`config.mk`:
```
export PLATFORM = sky130hd
export DESIGN_NAME = txring_walker
export DESIGN_NICKNAME = d
export VERILOG_FILES = /design/src/rtl/txw_pkg.sv /design/src/rtl/txw_ring_ptr.sv /design/src/rtl/txw_budget.sv /design/src/rtl/txw_sequencer.sv /design/src/rtl/txring_walker.sv
export SDC_FILE = /design/constraint.sdc
export NUM_CORES = 1
export LEC_CHECK = 0
export ABC_CLOCK_PERIOD_IN_PS = 4300
export BUFFER_PORTS_ARGS = -buffer_cell sky130_fd_sc_hd__buf_2
export CORE_MARGIN = 2
export CORE_UTILIZATION = 45
export DETAILED_ROUTE_END_ITERATION = 6
export PLACE_DENSITY = 0.7
export SETUP_SLACK_MARGIN = 0.5
export SYNTH_ARGS = -nofsm -noshare
export SYNTH_HDL_FRONTEND = slang
export SYNTH_SLANG_ARGS = --single-unit
```
`constraint.sdc`:
```
create_clock -name clk -period 4.3 [get_ports clk]
set_clock_uncertainty 0.05 [all_clocks]
set_input_delay 0.215 -clock clk [delete_from_list [all_inputs] [get_ports clk]]
set_output_delay 0.215 -clock clk [all_outputs]
set_load 0.02 [all_outputs]
```
`src/rtl/txw_pkg.sv`:
```
package txw_pkg;

  // descriptor geometry: two 32-bit words per entry
  localparam int DESC_BYTES = 8;
  localparam int LEN_W      = 16;

  // flag positions inside the 16-bit flag half-word
  localparam int FLAG_READY = 15;
  localparam int FLAG_WRAP  = 13;
  localparam int FLAG_LAST  = 11;

  localparam logic [LEN_W-1:0] READY_MASK = LEN_W'(1) << FLAG_READY;

  typedef enum logic [2:0] {
    ST_IDLE,
    ST_HDR,
    ST_PTR,
    ST_WORD,
    ST_EMIT,
    ST_WB
  } txw_state_e;

  // bytes actually copied for a descriptor given the room left in the frame
  function automatic logic [LEN_W-1:0] clip_len(input logic [LEN_W-1:0] len,
                                                input logic [LEN_W-1:0] room);
    return (len > room) ? room : len;
  endfunction

  // descriptor address that follows the current one
  function automatic logic [31:0] next_desc(input logic [31:0] cur,
                                            input logic [31:0] base,
                                            input logic        wrap);
    return wrap ? base : (cur + 32'(DESC_BYTES));
  endfunction

endpackage

```
`src/rtl/txw_ring_ptr.sv`:
```
module txw_ring_ptr
  import txw_pkg::*;
#(
  parameter int ADDR_W = 32
) (
  input  logic              clk,
  input  logic              rst_n,
  input  logic              enable,
  input  logic              base_wr,
  input  logic [ADDR_W-1:0] base_wdata,
  input  logic              step,
  input  logic              step_wrap,
  output logic [ADDR_W-1:0] base_q,
  output logic [ADDR_W-1:0] cur_q
);

  localparam int ALIGN_BITS = $clog2(DESC_BYTES);
  localparam logic [ADDR_W-1:0] ALIGN_MASK = ~ADDR_W'(DESC_BYTES - 1);

  logic [31:0] nxt_full;

  always_comb begin
    nxt_full = next_desc(32'(cur_q), 32'(base_q), step_wrap);
  end

  always_ff @(posedge clk or negedge rst_n) begin
    if (!rst_n) begin
      base_q <= '0;
    end else if (base_wr) begin
      base_q <= base_wdata & ALIGN_MASK;
    end
  end

  always_ff @(posedge clk or negedge rst_n) begin
    if (!rst_n) begin
      cur_q <= '0;
    end else if (!enable) begin
      cur_q <= base_q;
    end else if (step) begin
      cur_q <= nxt_full[ADDR_W-1:0];
    end
  end

  // the low bits of both pointers never carry information
  logic unused_align;
  assign unused_align = ^{cur_q[ALIGN_BITS-1:0], base_q[ALIGN_BITS-1:0], nxt_full};

endmodule

```
`src/rtl/txw_budget.sv`:
```
module txw_budget
  import txw_pkg::*;
#(
  parameter int MAX_FRAME = 1518,
  parameter int MAX_DESC  = 1024
) (
  input  logic             clk,
  input  logic             rst_n,
  input  logic             start,
  input  logic             consume,
  input  logic             is_last,
  input  logic [LEN_W-1:0] copy_len,
  output logic [LEN_W-1:0] frame_room,
  output logic             limit_hit
);

  localparam int CNT_W = $clog2(MAX_DESC + 1);
  localparam logic [LEN_W-1:0] FRAME_CAP = LEN_W'(MAX_FRAME);
  localparam logic [CNT_W-1:0] LAST_SLOT = CNT_W'(MAX_DESC - 1);

  logic [LEN_W-1:0] used_q;
  logic [CNT_W-1:0] desc_cnt_q;

  assign frame_room = FRAME_CAP - used_q;
  assign limit_hit  = consume && (desc_cnt_q == LAST_SLOT);

  always_ff @(posedge clk or negedge rst_n) begin
    if (!rst_n) begin
      used_q     <= '0;
      desc_cnt_q <= '0;
    end else if (start) begin
      used_q     <= '0;
      desc_cnt_q <= '0;
    end else if (consume) begin
      desc_cnt_q <= desc_cnt_q + 1'b1;
      used_q     <= is_last ? '0 : (used_q + copy_len);
    end
  end

endmodule

```
`src/rtl/txw_sequencer.sv`:
```
module txw_sequencer
  import txw_pkg::*;
#(
  parameter int ADDR_W = 32
) (
  input  logic              clk,
  input  logic              rst_n,
  input  logic              enable,
  input  logic              kick,
  input  logic [ADDR_W-1:0] cur_ptr,
  input  logic [LEN_W-1:0]  frame_room,
  input  logic              limit_hit,
  output logic              mem_req,
  output logic              mem_we,
  output logic [ADDR_W-1:0] mem_addr,
  output logic [31:0]       mem_wdata,
  input  logic              mem_ack,
  input  logic [31:0]       mem_rdata,
  output logic              fo_valid,
  output logic [7:0]        fo_data,
  output logic              fo_last,
  output logic              walk_start,
  output logic              desc_done,
  output logic              desc_wrap,
  output logic              desc_last,
  output logic [LEN_W-1:0]  desc_copy,
  output logic              ev_buf_done,
  output logic              ev_frame_done,
  output logic              ev_babble,
  output logic              active
);

  txw_state_e        state;
  logic [LEN_W-1:0]  flags_q;
  logic [LEN_W-1:0]  len_q;
  logic [ADDR_W-1:0] baddr_q;
  logic [LEN_W-1:0]  remain_q;
  logic [LEN_W-1:0]  copy_q;
  logic              over_q;
  logic [31:0]       word_q;
  logic              active_q;
  logic              ev_buf_q, ev_frame_q, ev_babble_q;
  logic [LEN_W-1:0]  copy_n;

  assign copy_n = clip_len(len_q, frame_room);

  // memory port driven straight from state
  always_comb begin
    mem_req   = 1'b0;
    mem_we    = 1'b0;
    mem_addr  = '0;
    mem_wdata = '0;
    unique case (state)
      ST_HDR:  begin mem_req = 1'b1; mem_addr = cur_ptr; end
      ST_PTR:  begin mem_req = 1'b1; mem_addr = cur_ptr + ADDR_W'(4); end
      ST_WORD: begin mem_req = 1'b1; mem_addr = {baddr_q[ADDR_W-1:2], 2'b00}; end
      ST_WB: begin
        mem_req   = 1'b1;
        mem_we    = 1'b1;
        mem_addr  = cur_ptr;
        mem_wdata = {flags_q & ~READY_MASK, len_q};
      end
      default: ;
    endcase
  end

  assign fo_valid = (state == ST_EMIT);
  assign fo_data  = word_q[{baddr_q[1:0], 3'b000} +: 8];
  assign fo_last  = fo_valid && (remain_q == LEN_W'(1)) && flags_q[FLAG_LAST];

  assign walk_start = (state == ST_IDLE) && kick && enable;
  assign desc_done  = (state == ST_WB) && mem_ack && enable;
  assign desc_wrap  = flags_q[FLAG_WRAP];
  assign desc_last  = flags_q[FLAG_LAST];
  assign desc_copy  = copy_q;

  assign ev_buf_done   = ev_buf_q;
  assign ev_frame_done = ev_frame_q;
  assign ev_babble     = ev_babble_q;
  assign active        = active_q;

  always_ff @(posedge clk or negedge rst_n) begin
    if (!rst_n) begin
      state       <= ST_IDLE;
      flags_q     <= '0;
      len_q       <= '0;
      baddr_q     <= '0;
      remain_q    <= '0;
      copy_q      <= '0;
      over_q      <= 1'b0;
      word_q      <= '0;
      active_q    <= 1'b0;
      ev_buf_q    <= 1'b0;
      ev_frame_q  <= 1'b0;
      ev_babble_q <= 1'b0;
    end else if (!enable) begin
      state       <= ST_IDLE;
      active_q    <= 1'b0;
      ev_buf_q    <= 1'b0;
      ev_frame_q  <= 1'b0;
      ev_babble_q <= 1'b0;
    end else begin
      ev_buf_q    <= desc_done;
      ev_frame_q  <= desc_done && flags_q[FLAG_LAST];
      ev_babble_q <= desc_done && over_q;
      unique case (state)
        ST_IDLE: begin
          if (kick) begin
            state    <= ST_HDR;
            active_q <= 1'b1;
          end
        end
        ST_HDR: begin
          if (mem_ack) begin
            flags_q <= mem_rdata[31:16];
            len_q   <= mem_rdata[15:0];
            if (mem_rdata[16 + FLAG_READY]) begin
              state <= ST_PTR;
            end else begin
              state    <= ST_IDLE;
              active_q <= 1'b0;
            end
          end
        end
        ST_PTR: begin
          if (mem_ack) begin
            baddr_q  <= mem_rdata[ADDR_W-1:0];
            remain_q <= copy_n;
            copy_q   <= copy_n;
            over_q   <= (len_q > frame_room);
            state    <= (copy_n == '0) ? ST_WB : ST_WORD;
          end
        end
        ST_WORD: begin
          if (mem_ack) begin
            word_q <= mem_rdata;
            state  <= ST_EMIT;
          end
        end
        ST_EMIT: begin
          baddr_q  <= baddr_q + 1'b1;
          remain_q <= remain_q - 1'b1;
          if (remain_q == LEN_W'(1)) begin
            state <= ST_WB;
          end else if (baddr_q[1:0] == 2'b11) begin
            state <= ST_WORD;
          end
        end
        ST_WB: begin
          if (mem_ack) begin
            if (limit_hit) begin
              state    <= ST_IDLE;
              active_q <= 1'b0;
            end else begin
              state <= ST_HDR;
            end
          end
        end
        default: state <= ST_IDLE;
      endcase
    end
  end

endmodule

```
`src/rtl/txring_walker.sv`:
```
module txring_walker
  import txw_pkg::*;
#(
  parameter int ADDR_W    = 32,
  parameter int MAX_FRAME = 1518,
  parameter int MAX_DESC  = 1024
) (
  input  logic              clk,
  input  logic              rst_n,
  input  logic              enable,
  input  logic              base_wr,
  input  logic [ADDR_W-1:0] base_wdata,
  input  logic              kick,
  output logic              mem_req,
  output logic              mem_we,
  output logic [ADDR_W-1:0] mem_addr,
  output logic [31:0]       mem_wdata,
  input  logic              mem_ack,
  input  logic [31:0]       mem_rdata,
  output logic              fo_valid,
  output logic [7:0]        fo_data,
  output logic              fo_last,
  output logic              ev_buf_done,
  output logic              ev_frame_done,
  output logic              ev_babble,
  output logic              active
);

  // named internal events, visible to the bound checker
  logic              walk_start;
  logic              desc_done;
  logic              desc_wrap;
  logic              desc_last;
  logic [LEN_W-1:0]  desc_copy;
  logic [LEN_W-1:0]  frame_room;
  logic              limit_hit;
  logic [ADDR_W-1:0] ring_base;
  logic [ADDR_W-1:0] cur_ptr;

  txw_ring_ptr #(.ADDR_W(ADDR_W)) u_ptr (
    .clk       (clk),
    .rst_n     (rst_n),
    .enable    (enable),
    .base_wr   (base_wr),
    .base_wdata(base_wdata),
    .step      (desc_done),
    .step_wrap (desc_wrap),
    .base_q    (ring_base),
    .cur_q     (cur_ptr)
  );

  txw_budget #(.MAX_FRAME(MAX_FRAME), .MAX_DESC(MAX_DESC)) u_budget (
    .clk       (clk),
    .rst_n     (rst_n),
    .start     (walk_start),
    .consume   (desc_done),
    .is_last   (desc_last),
    .copy_len  (desc_copy),
    .frame_room(frame_room),
    .limit_hit (limit_hit)
  );

  txw_sequencer #(.ADDR_W(ADDR_W)) u_seq (
    .clk          (clk),
    .rst_n        (rst_n),
    .enable       (enable),
    .kick         (kick),
    .cur_ptr      (cur_ptr),
    .frame_room   (frame_room),
    .limit_hit    (limit_hit),
    .mem_req      (mem_req),
    .mem_we       (mem_we),
    .mem_addr     (mem_addr),
    .mem_wdata    (mem_wdata),
    .mem_ack      (mem_ack),
    .mem_rdata    (mem_rdata),
    .fo_valid     (fo_valid),
    .fo_data      (fo_data),
    .fo_last      (fo_last),
    .walk_start   (walk_start),
    .desc_done    (desc_done),
    .desc_wrap    (desc_wrap),
    .desc_last    (desc_last),
    .desc_copy    (desc_copy),
    .ev_buf_done  (ev_buf_done),
    .ev_frame_done(ev_frame_done),
    .ev_babble    (ev_babble),
    .active       (active)
  );

endmodule

```
After elaboration in Yosys (flattened, before gate mapping) --
Index checks and enable logic that the tools add are counted.
Operators by class: add/sub/neg operators 7, magnitude comparators 1, equality and inequality tests 19, shift-type cells 1, multiplexer cells 39, reduce and logical (&&, ||, !) cells 21
Operator list (count):
- $mux 32 | 4
- $pmux 32 s3 | 1
- $mux 16 | 5
- $pmux 32 s2 | 1
- $add 32x1->32 const B | 1
- $add 32x3->32 const B | 1
- $add 32x4->32 const B | 1
- $pmux 16 s2 | 1
- $shiftx 32x6->8 | 1
- $mux 31 | 1
- $mux 3 | 9
- $mux 11 | 2
- $ne 3x3->1 const B | 7
- $pmux 3 s6 | 1
- $add 16x16->16 | 1
- $eq 16x1->1 const B | 1
- $gt 16x16->1 | 1
- $logic_not 16->1 | 1
- $sub 11x16->16 const A | 1
- $sub 16x1->16 const B | 1
- $mux 1 | 12
- $reduce_and 3->1 | 4
- $reduce_and 6->1 | 2
- $add 11x1->11 const B | 1
- 16 further kinds | 27
Storage, ports and cells: register bits after elaboration 223, bits of input ports 70

Longest topological paths before layout --
Gate-level depths: netlist (run 1).
depth after elaboration 8, gate-level depth with buffers 16, mapped depth without buffers 14

Hierarchy --
Synthesis (run 1) repeated with hierarchy kept, for this count alone.
Second synthesis, totals: cell total of the unflattened synthesis 1506, area total of the unflattened synthesis 13764.5 sq um
Modules (own cells, without submodules):
- txw_sequencer | times used 1, cells an instance 948, area an instance 8575.7 sq um
- txw_ring_ptr | times used 1, cells an instance 308, area an instance 3088.0 sq um
- txw_budget | times used 1, cells an instance 250, area an instance 2100.8 sq um

Worst setup path before layout (run 1) --
Ideal clock, no wire load.
kind register to register, start reg u_budget.used_q[0], end reg u_seq.remain_q[8], arrival 3.240 ns, path slack 0.889 ns, stages on the path, launching flop included 16, path buffers 2, clock period less this slack 3.411 ns, path through dfrtp_1 > ha_1 > a31o_2 > a2111o_1 > o311ai_1 > inv_1 > ha_1 > a21o_1 > a21o_1 > a211oi_1 > a22o_1 > buf_4 > buf_6 > mux2i_1 > o21ai_1 > a22o_1
On the way: word-level cells in the longest chain between the ends 5
Ends and longest elaborated chain:
- from (decl) | RTL line txw_budget.sv:21 | logic [LEN_W-1:0] used_q;
- from (signal assigned) | RTL line txw_budget.sv:36 | used_q <= is_last ? '0 : (used_q + copy_len);
- $sub 11x16->16 (*) | RTL line txw_budget.sv:24 | assign frame_room = FRAME_CAP - used_q;
- $gt 16x16->1 | RTL line txw_pkg.sv:26 | return (len > room) ? room : len;
- $mux 16 (*) | RTL line txw_pkg.sv:26
- $mux 16 (*) | RTL line txw_sequencer.sv:126 | if (mem_ack) begin
- $pmux 16 s2 (*) | RTL line txw_sequencer.sv:106 | unique case (state)
- to (signal assigned) | RTL line txw_sequencer.sv:128 | remain_q <= copy_n;
- to (signal assigned) | RTL line txw_sequencer.sv:142 | remain_q <= remain_q - 1'b1;
- to (decl) | RTL line txw_sequencer.sv:37 | logic [LEN_W-1:0] remain_q;
Mark *: on every way between the ends. The rest lies on a longest branch, timed or not. The select of a mux whose other input is x is not followed. A chain may end at the register's enable or synchronous reset.

Worst setup path after layout (run 1) --
start reg u_budget.used_q[0], end reg u_seq.remain_q[1]
Same word-level chain as after synthesis.

==> run_results.csv, run 1 <==
group,metric,value,unit
grt,grt_util_met1,33.7,%
setup_path,worstPathRequired,4.61,ns
finish,n_antenna_cell,0,
synthesis,yosysWarnings,0,
clock_tree,cts_max_path_buffers,3,
placement,dp_hpwl,24.6,mm
finish,layout_commonest_cell,"dfrtp_1",
routing,antenna_left,0,
synthesis,ys_types,87,
die,die_width,171,um
timing,fmax,0.276,GHz
grt,gr-total-overflow,0,
grt,grt_use_met3,4.14,%
flow_run,cap_violations,0,
clock_tree,htree_num_levels,1,
routing,drc,1,
placement,gp_congestion,0.862,
worst_hold_path,whs_endpoint,"u_seq.len_q[6]",
grt,antenna_found_initial,0,
die,coreArea,27600,um^2
routing,first_iter_violations,896,
setup_path,critical_path_class,"flop to flop",
setup_path,reg2regPathDepth,14,
placement,numPortBuffers,143,
timing,setup_ws,0.678,ns
routing,firstDrtPassIters,7,
power_and_ir_drop,total_power,8.43,mW
setup_path,rr_endpoint,"u_seq.remain_q[1]",
timing,hold_violations,0,
synthesis,synth_flop_cell,"dfrtp_1",
clock_tree,tritoncts,"built",
finish,finalNetCount,1563,
timing,finalSetupViolCount,0,
timing,final.min_clock_period,3.62,ns
die,pin_count,150,
grt,top_usage_layer,"met2",
timing,setup_tns,0,ns
placement,pre_cts_slack,0.437,ns
clock_tree,clk_pin_slew,0.07,ns
setup_path,cp.arrival,3.94,ns
die,die_h,171,um
routing,post_drt_wl_per_cell,19.3,um
finish,areaGrowthSynthToFinish,19.5,%
timing,worst_pin_slew,1.20,ns
status,run_status,"finished, violations left",
synthesis,synth_seq_cells,220,
grt,met2_usage,38.2,%
synthesis,synth_top_area_cell,"dfrtp_1",
routing,drt_wl_total,35.7,mm
setup_path,r2r-start,"u_budget.used_q[0]",
finish,num-fill-cells,2412,
finish,drive_above_1_share,24.2,%
finish,layout.cells.non_filler,1849,
power_and_ir_drop,vdd_ir_drop_max,0.347,mV
routing,viasPerCell,5.79,
synthesis,syn_avg_cell_area,9.80,um^2
synthesis,netlist_instances,1278,
setup_path,critical_path.endpoint_type,"flop",
status,violations,"design-rule violations",
setup_path,rrSetupSlack,0.68,ns
routing,via_count,10700,
timing,rsz0062_at_grt,"false",
power_and_ir_drop,power_density,563,nW/um^2
synthesis,yosysSeqAreaShare,44.0,%
worst_hold_path,hp-start,"mem_rdata[6]",
timing,drv_slew,0,
grt,grt_pass1_vias,10300,
finish,final_cell_mix,"218 x dfrtp_1, 142 x buf_2, 128 x a21oi_1, 118 x nand2_1, 91 x mux2_2",
synthesis,async_flop_share,100,%
worst_hold_path,hp-class,"primary input to flop",
synthesis,synth_top_area_share,44.0,%
finish,design_area,15000,um^2
worst_hold_path,hold_depth,2,
timing,relSlewSlack,20.1,%
setup_path,crit_path_start_kind,"flop",
clock_tree,clk_latency,0.52,ns
clock_tree,cts_buffers,24,
synthesis,ys_top_cells_by_area,"dfrtp_1 44%, mux2_2 8.2%, a21oi_1 5.2%",
synthesis,synth_edf_count,0,
grt,track_usage,24.2,%
clock_tree,cts-root-buf,"clkbuf_16",
clock_tree,clock_sinks,220,
grt,grt_max_degree,94,
grt,grt_pass1_wl,56.4,mm
die,placementRows,61,
die,start_util,45.4,%
timing,period_share,84.2,%
placement,dp_cells,1745,
setup_path,crit_fanout,8,
placement,dpl_cell_area,13600,um^2
die,dieArea,29200,um^2
synthesis,netlist_area,12500,um^2
power_and_ir_drop,p_leak,6.77,nW
-- critical path: stages (launching register included) --
cell and delay, ns:
dfrtp_2 0.46, ha_1 0.27, a31o_2 0.31, a2111o_1 0.36, o311ai_1 0.16, inv_1 0.09
ha_1 0.20, a21o_1 0.18, a21o_1 0.17, a211oi_1 0.22, a22o_2 0.21, buf_4 0.20
mux2i_1 0.31, mux2_2 0.21, a21oi_1 0.06
-- cell usage after synthesis (18+ instances only) --
cell type and instances:
a21oi_1 130, a22o_1 54, and2_1 33, buf_2 19, clkbuf_1 44, dfrtp_1 220
ha_1 37, inv_1 30, mux2_2 91, nand2_1 118, nand3_1 33, nand4_1 18
nor2_1 69, nor3_1 29, o21ai_0 88, o22ai_1 28
-- timing repair --
action | CTS | global route
hold buffers | 56 | 1
pin swaps | 0 | 1
endpoints found under the hold margin | 172 | 2
endpoints found under the setup margin | 11 | 16
gates resized for setup | 1 | 4
setup buffers | 0 | 5
-- through the flow --
step | utilization, % | hold slack [ns]
after floorplan | - | -0.131
after CTS | 54.1 | 0.000417
final | 54.3 | 0.0112
after global routing | 54.3 | 0.00128
after detailed placement | 49.2 | 0.248
after global placement | 49.2 | 0.252
-- per-layer routing --
layer	wire (um)	vias up
met2	16400	381
met4	1210	0
li1	-	5034
met1	15900	5206
met3	2120	86
met5	0	-
-- logic make-up after synthesis --
family,count (synthesis),synth area share (%)
AOI/OAI and AO/OA,392,19.9
xor gates and xnor gates,32,2.36
adders and majority gates,38,3.86
buffers and inverters,107,3.73
DFF,220,44.0
muxes,114,10.8
other,1,0.0300
and+or+nand+nor,374,15.4
-- state kept, by name, summed over array words and instances (netlist names) --
register             flops
u_ptr.base_q            29
u_seq.remain_q          16
u_seq.ev_frame_done      1
u_seq.ev_babble          1
u_ptr.cur_q             29
u_seq.baddr_q           32
u_seq.active             1
u_seq.len_q             16
u_budget.desc_cnt_q     11
u_seq.word_q            32
u_seq.state              3
u_budget.used_q         16
u_seq.over_q             1
u_seq.flags_q           15
u_seq.ev_buf_done        1
u_seq.desc_copy         16
-- where the power goes --
group          switching [mW]  total, mW  internal [mW]
clock                   0.854       2.04           1.19
combinational            1.55       2.83           1.28
sequential              0.807       3.55           2.75
total                    3.21       8.43           5.22
-- layout make-up --
cell class,count,area (um^2),share of cell area [%]
clock buffer,34,699,4.67
inverter,33,124,0.828
timing repair buffer,223,1480,9.90
clock inverter,8,70.1,0.468
tap,378,473,3.16
sequential,220,5510,36.8
multi-input combinational,953,6610,44.2
-- worst max path at each step --
stage	from	end	cells past startpoint
after floorplan	u_budget.used_q[0]	u_seq.remain_q[8]	15
after global placement	u_budget.used_q[0]	u_seq.remain_q[0]	14
after detailed placement	u_budget.used_q[0]	u_seq.remain_q[0]	14
after CTS	u_budget.used_q[0]	u_seq.remain_q[0]	14
after global routing	u_budget.used_q[0]	u_seq.remain_q[13]	14
final	u_budget.used_q[0]	u_seq.remain_q[1]	14
Power figures use the tool's default switching activity.
==> run 2: changes to the inputs <==
Settings changed: ABC_CLOCK_PERIOD_IN_PS 4300 to 3150, PLACE_DENSITY 0.7 to 0.73.
Clock period 4.3 ns to 3.15 ns, I/O delays scaled along.
==> run_results.csv, run 2 (synthesis gave the netlist of run 1 again) <==
group,metric,value,unit
timing,relSlewSlack,24.0,%
setup_path,rrSetupSlack,-0.13,ns
power_and_ir_drop,vdd_ir_drop_max,0.501,mV
power_and_ir_drop,internal_power,7.81,mW
setup_path,crit_start,"u_budget.used_q[0]",
power_and_ir_drop,p_sw,4.83,mW
die,die_h,171,um
timing,final.min_clock_period,3.28,ns
grt,grt_pass1_wl,61.5,mm
setup_path,crit_fanout,5,
setup_path,critical_path_class,"flop to flop",
grt,antenna_found_initial,1,
power_and_ir_drop,p_leak,7.22,nW
setup_path,reg2regPathDepth,14,
die,placementRows,61,
timing,rsz0062_at_grt,"true",
placement,gp_congestion,0.953,
power_and_ir_drop,sw_frac_of_total,38.2,%
finish,finalNetCount,1638,
clock_tree,cts-root-buf,"clkbuf_16",
routing,via_count,11500,
routing,drt_wl_total,39.4,mm
timing,setup_ws,-0.125,ns
setup_path,max_stage_delay,0.44,ns
finish,areaGrowthSynthToFinish,28.0,%
setup_path,rr_endpoint,"u_seq.remain_q[12]",
setup_path,worstPathRequired,3.51,ns
clock_tree,tritoncts,"built",
setup_path,critical_path.endpoint_type,"flop",
grt,grt_max_degree,78,
routing,post_drt_wl_per_cell,20.5,um
flow_run,cap_violations,0,
placement,numPortBuffers,143,
power_and_ir_drop,power_frac_comb,37.9,%
timing,worst_pin_slew,1.14,ns
timing,fmax,0.305,GHz
finish,drive_above_1_share,30.4,%
timing,hold_ws,0.132,ns
setup_path,r2r-start,"u_budget.used_q[0]",
setup_path,critical_path.cell_chain,"ha_4 > a31o_4 > a2111o_1 > o311ai_4 > inv_2 > ha_4 > a21o_1 > a21o_1 > a211oi_2 > a22o_4 > buf_12 > mux2i_2 > o22ai_1 > a22o_1",
clock_tree,cts_buffers,24,
routing,antenna_left,0,
power_and_ir_drop,power_density,788,nW/um^2
die,coreArea,27600,um^2
finish,largestRegisters,"u_seq.baddr_q x32, u_seq.word_q x32",
clock_tree,clk_latency,0.53,ns
status,run_status,"finished, violations left",
die,pin_count,150,
grt,track_usage,26.9,%
die,die_width,171,um
die,dieArea,29200,um^2
timing,period_share,104,%
clock_tree,htree_num_levels,1,
clock_tree,clock_sinks,220,
power_and_ir_drop,total_power,12.6,mW
power_and_ir_drop,power_frac_seq,38.5,%
grt,gr-total-overflow,0,
timing,hold_violations,0,
finish,layout_commonest_cell,"dfrtp_1",
routing,first_iter_violations,1005,
placement,dp_hpwl,26.2,mm
clock_tree,cts_max_path_buffers,3,
routing,firstDrtPassIters,6,
finish,num-fill-cells,2246,
worst_hold_path,hp-class,"primary input to async pin",
setup_path,slowest_stage,"dfrtp_2",
setup_path,cp.arrival,3.63,ns
clock_tree,clk_pin_slew,0.06,ns
finish,final_cell_mix,"214 x dfrtp_1, 142 x buf_2, 123 x a21oi_1, 117 x nand2_1, 88 x mux2_2",
setup_path,crit_path_start_kind,"flop",
timing,drv_slew,0,
routing,drc,0,
power_and_ir_drop,power.share.clock,23.6,%
timing,finalSetupViolCount,22,
status,violations,"negative setup slack",
grt,grt_pass1_vias,11300,
die,start_util,45.4,%
routing,viasPerCell,5.95,
==> run 2: cell count changes in the layout (fill, tap and decap cells not counted), sizes merged, moves of 2 or more <==
cell and delta:
buf +68, dlygate4sd3 +7, clkbuf -2, bufinv +2
==> run 2: worst max-delay path by stage <==
stage	slack [ns]	to
3_5_place_dp	-0.15	u_seq.remain_q[12]
3_3_place_gp	-0.07	u_seq.state[1]
2_1_floorplan	-0.03	u_seq.remain_q[8]
5_1_grt	-0.25	u_seq.remain_q[2]
4_1_cts	-0.10	u_seq.state[1]
6_report	-0.13	u_seq.remain_q[12]
==> run 2: metrics by stage <==
step | worst slack [ns] | TNS [ns] | instance area, um^2 | util [%] | std cells
2_1_floorplan | -0.0319 | -0.155 | 12600 | - | 1280
3_3_place_gp | -0.0739 | -0.340 | 14200 | 51.4 | 1808
3_5_place_dp | -0.149 | -0.936 | 14200 | 51.4 | 1808
4_1_cts | -0.100 | -0.470 | 15900 | 57.8 | 1922
5_1_grt | -0.246 | -4.81 | 16000 | 58.2 | 1925
6_report | -0.125 | -1.21 | 16000 | 58.2 | 1926
==> run 2: what timing repair did <==
action / 4_1_cts / 5_1_grt
endpoints found under the hold margin: 188 / 0
gates cloned: 2 / 0
buffers inserted: 5 / 3
pin swaps: 20 / 14
hold buffers: 64 / 0
setup endpoints to repair: 45 / 83
resized for setup: 49 / 19
==> run 2: power groups by stage <==
stage / combinational [mW] / clock, mW / sequential, mW
final: 4.79 / 2.98 / 4.86
after global routing: 5.16 / 3.15 / 4.94
after CTS: 4.63 / 3.02 / 4.75
after detailed placement: 4.15 / 0 / 4.79
after global placement: 4.05 / 0 / 4.74
after floorplan: 2.92 / 0 / 4.41
==> run 2: cell type report <==
cell class / instances / area (um^2) / area share (%)
multi-input combinational: 953 / 6900 / 43.1
tap: 378 / 473 / 2.95
clock inverter: 11 / 136 / 0.851
antenna: 1 / 2.50 / 0.0156
timing repair buffer: 298 / 2180 / 13.6
clock buffer: 32 / 692 / 4.32
inverter: 33 / 131 / 0.820
sequential: 220 / 5510 / 34.4
==> run 2: metal layers <==
layer / vias to the layer above / share of wire, % / global-route usage [%]
met5: - / 0 / 0
li1: 5198 / - / -
met3: 162 / 8.5 / 6.38
met2: 567 / 46 / 42.9
met1: 5535 / 40 / 33.7
met4: 0 / 5.8 / 15.0
==> run 2: critical path, delay by kind of cell, from the launching register on <==
| kind | cells | cell delay, ns |
|---|---|---|
| compound gates | 9 | 1.88 |
| flops | 1 | 0.44 |
| buf+inv | 2 | 0.23 |
| mux | 1 | 0.23 |
| fa+ha+maj | 2 | 0.33 |
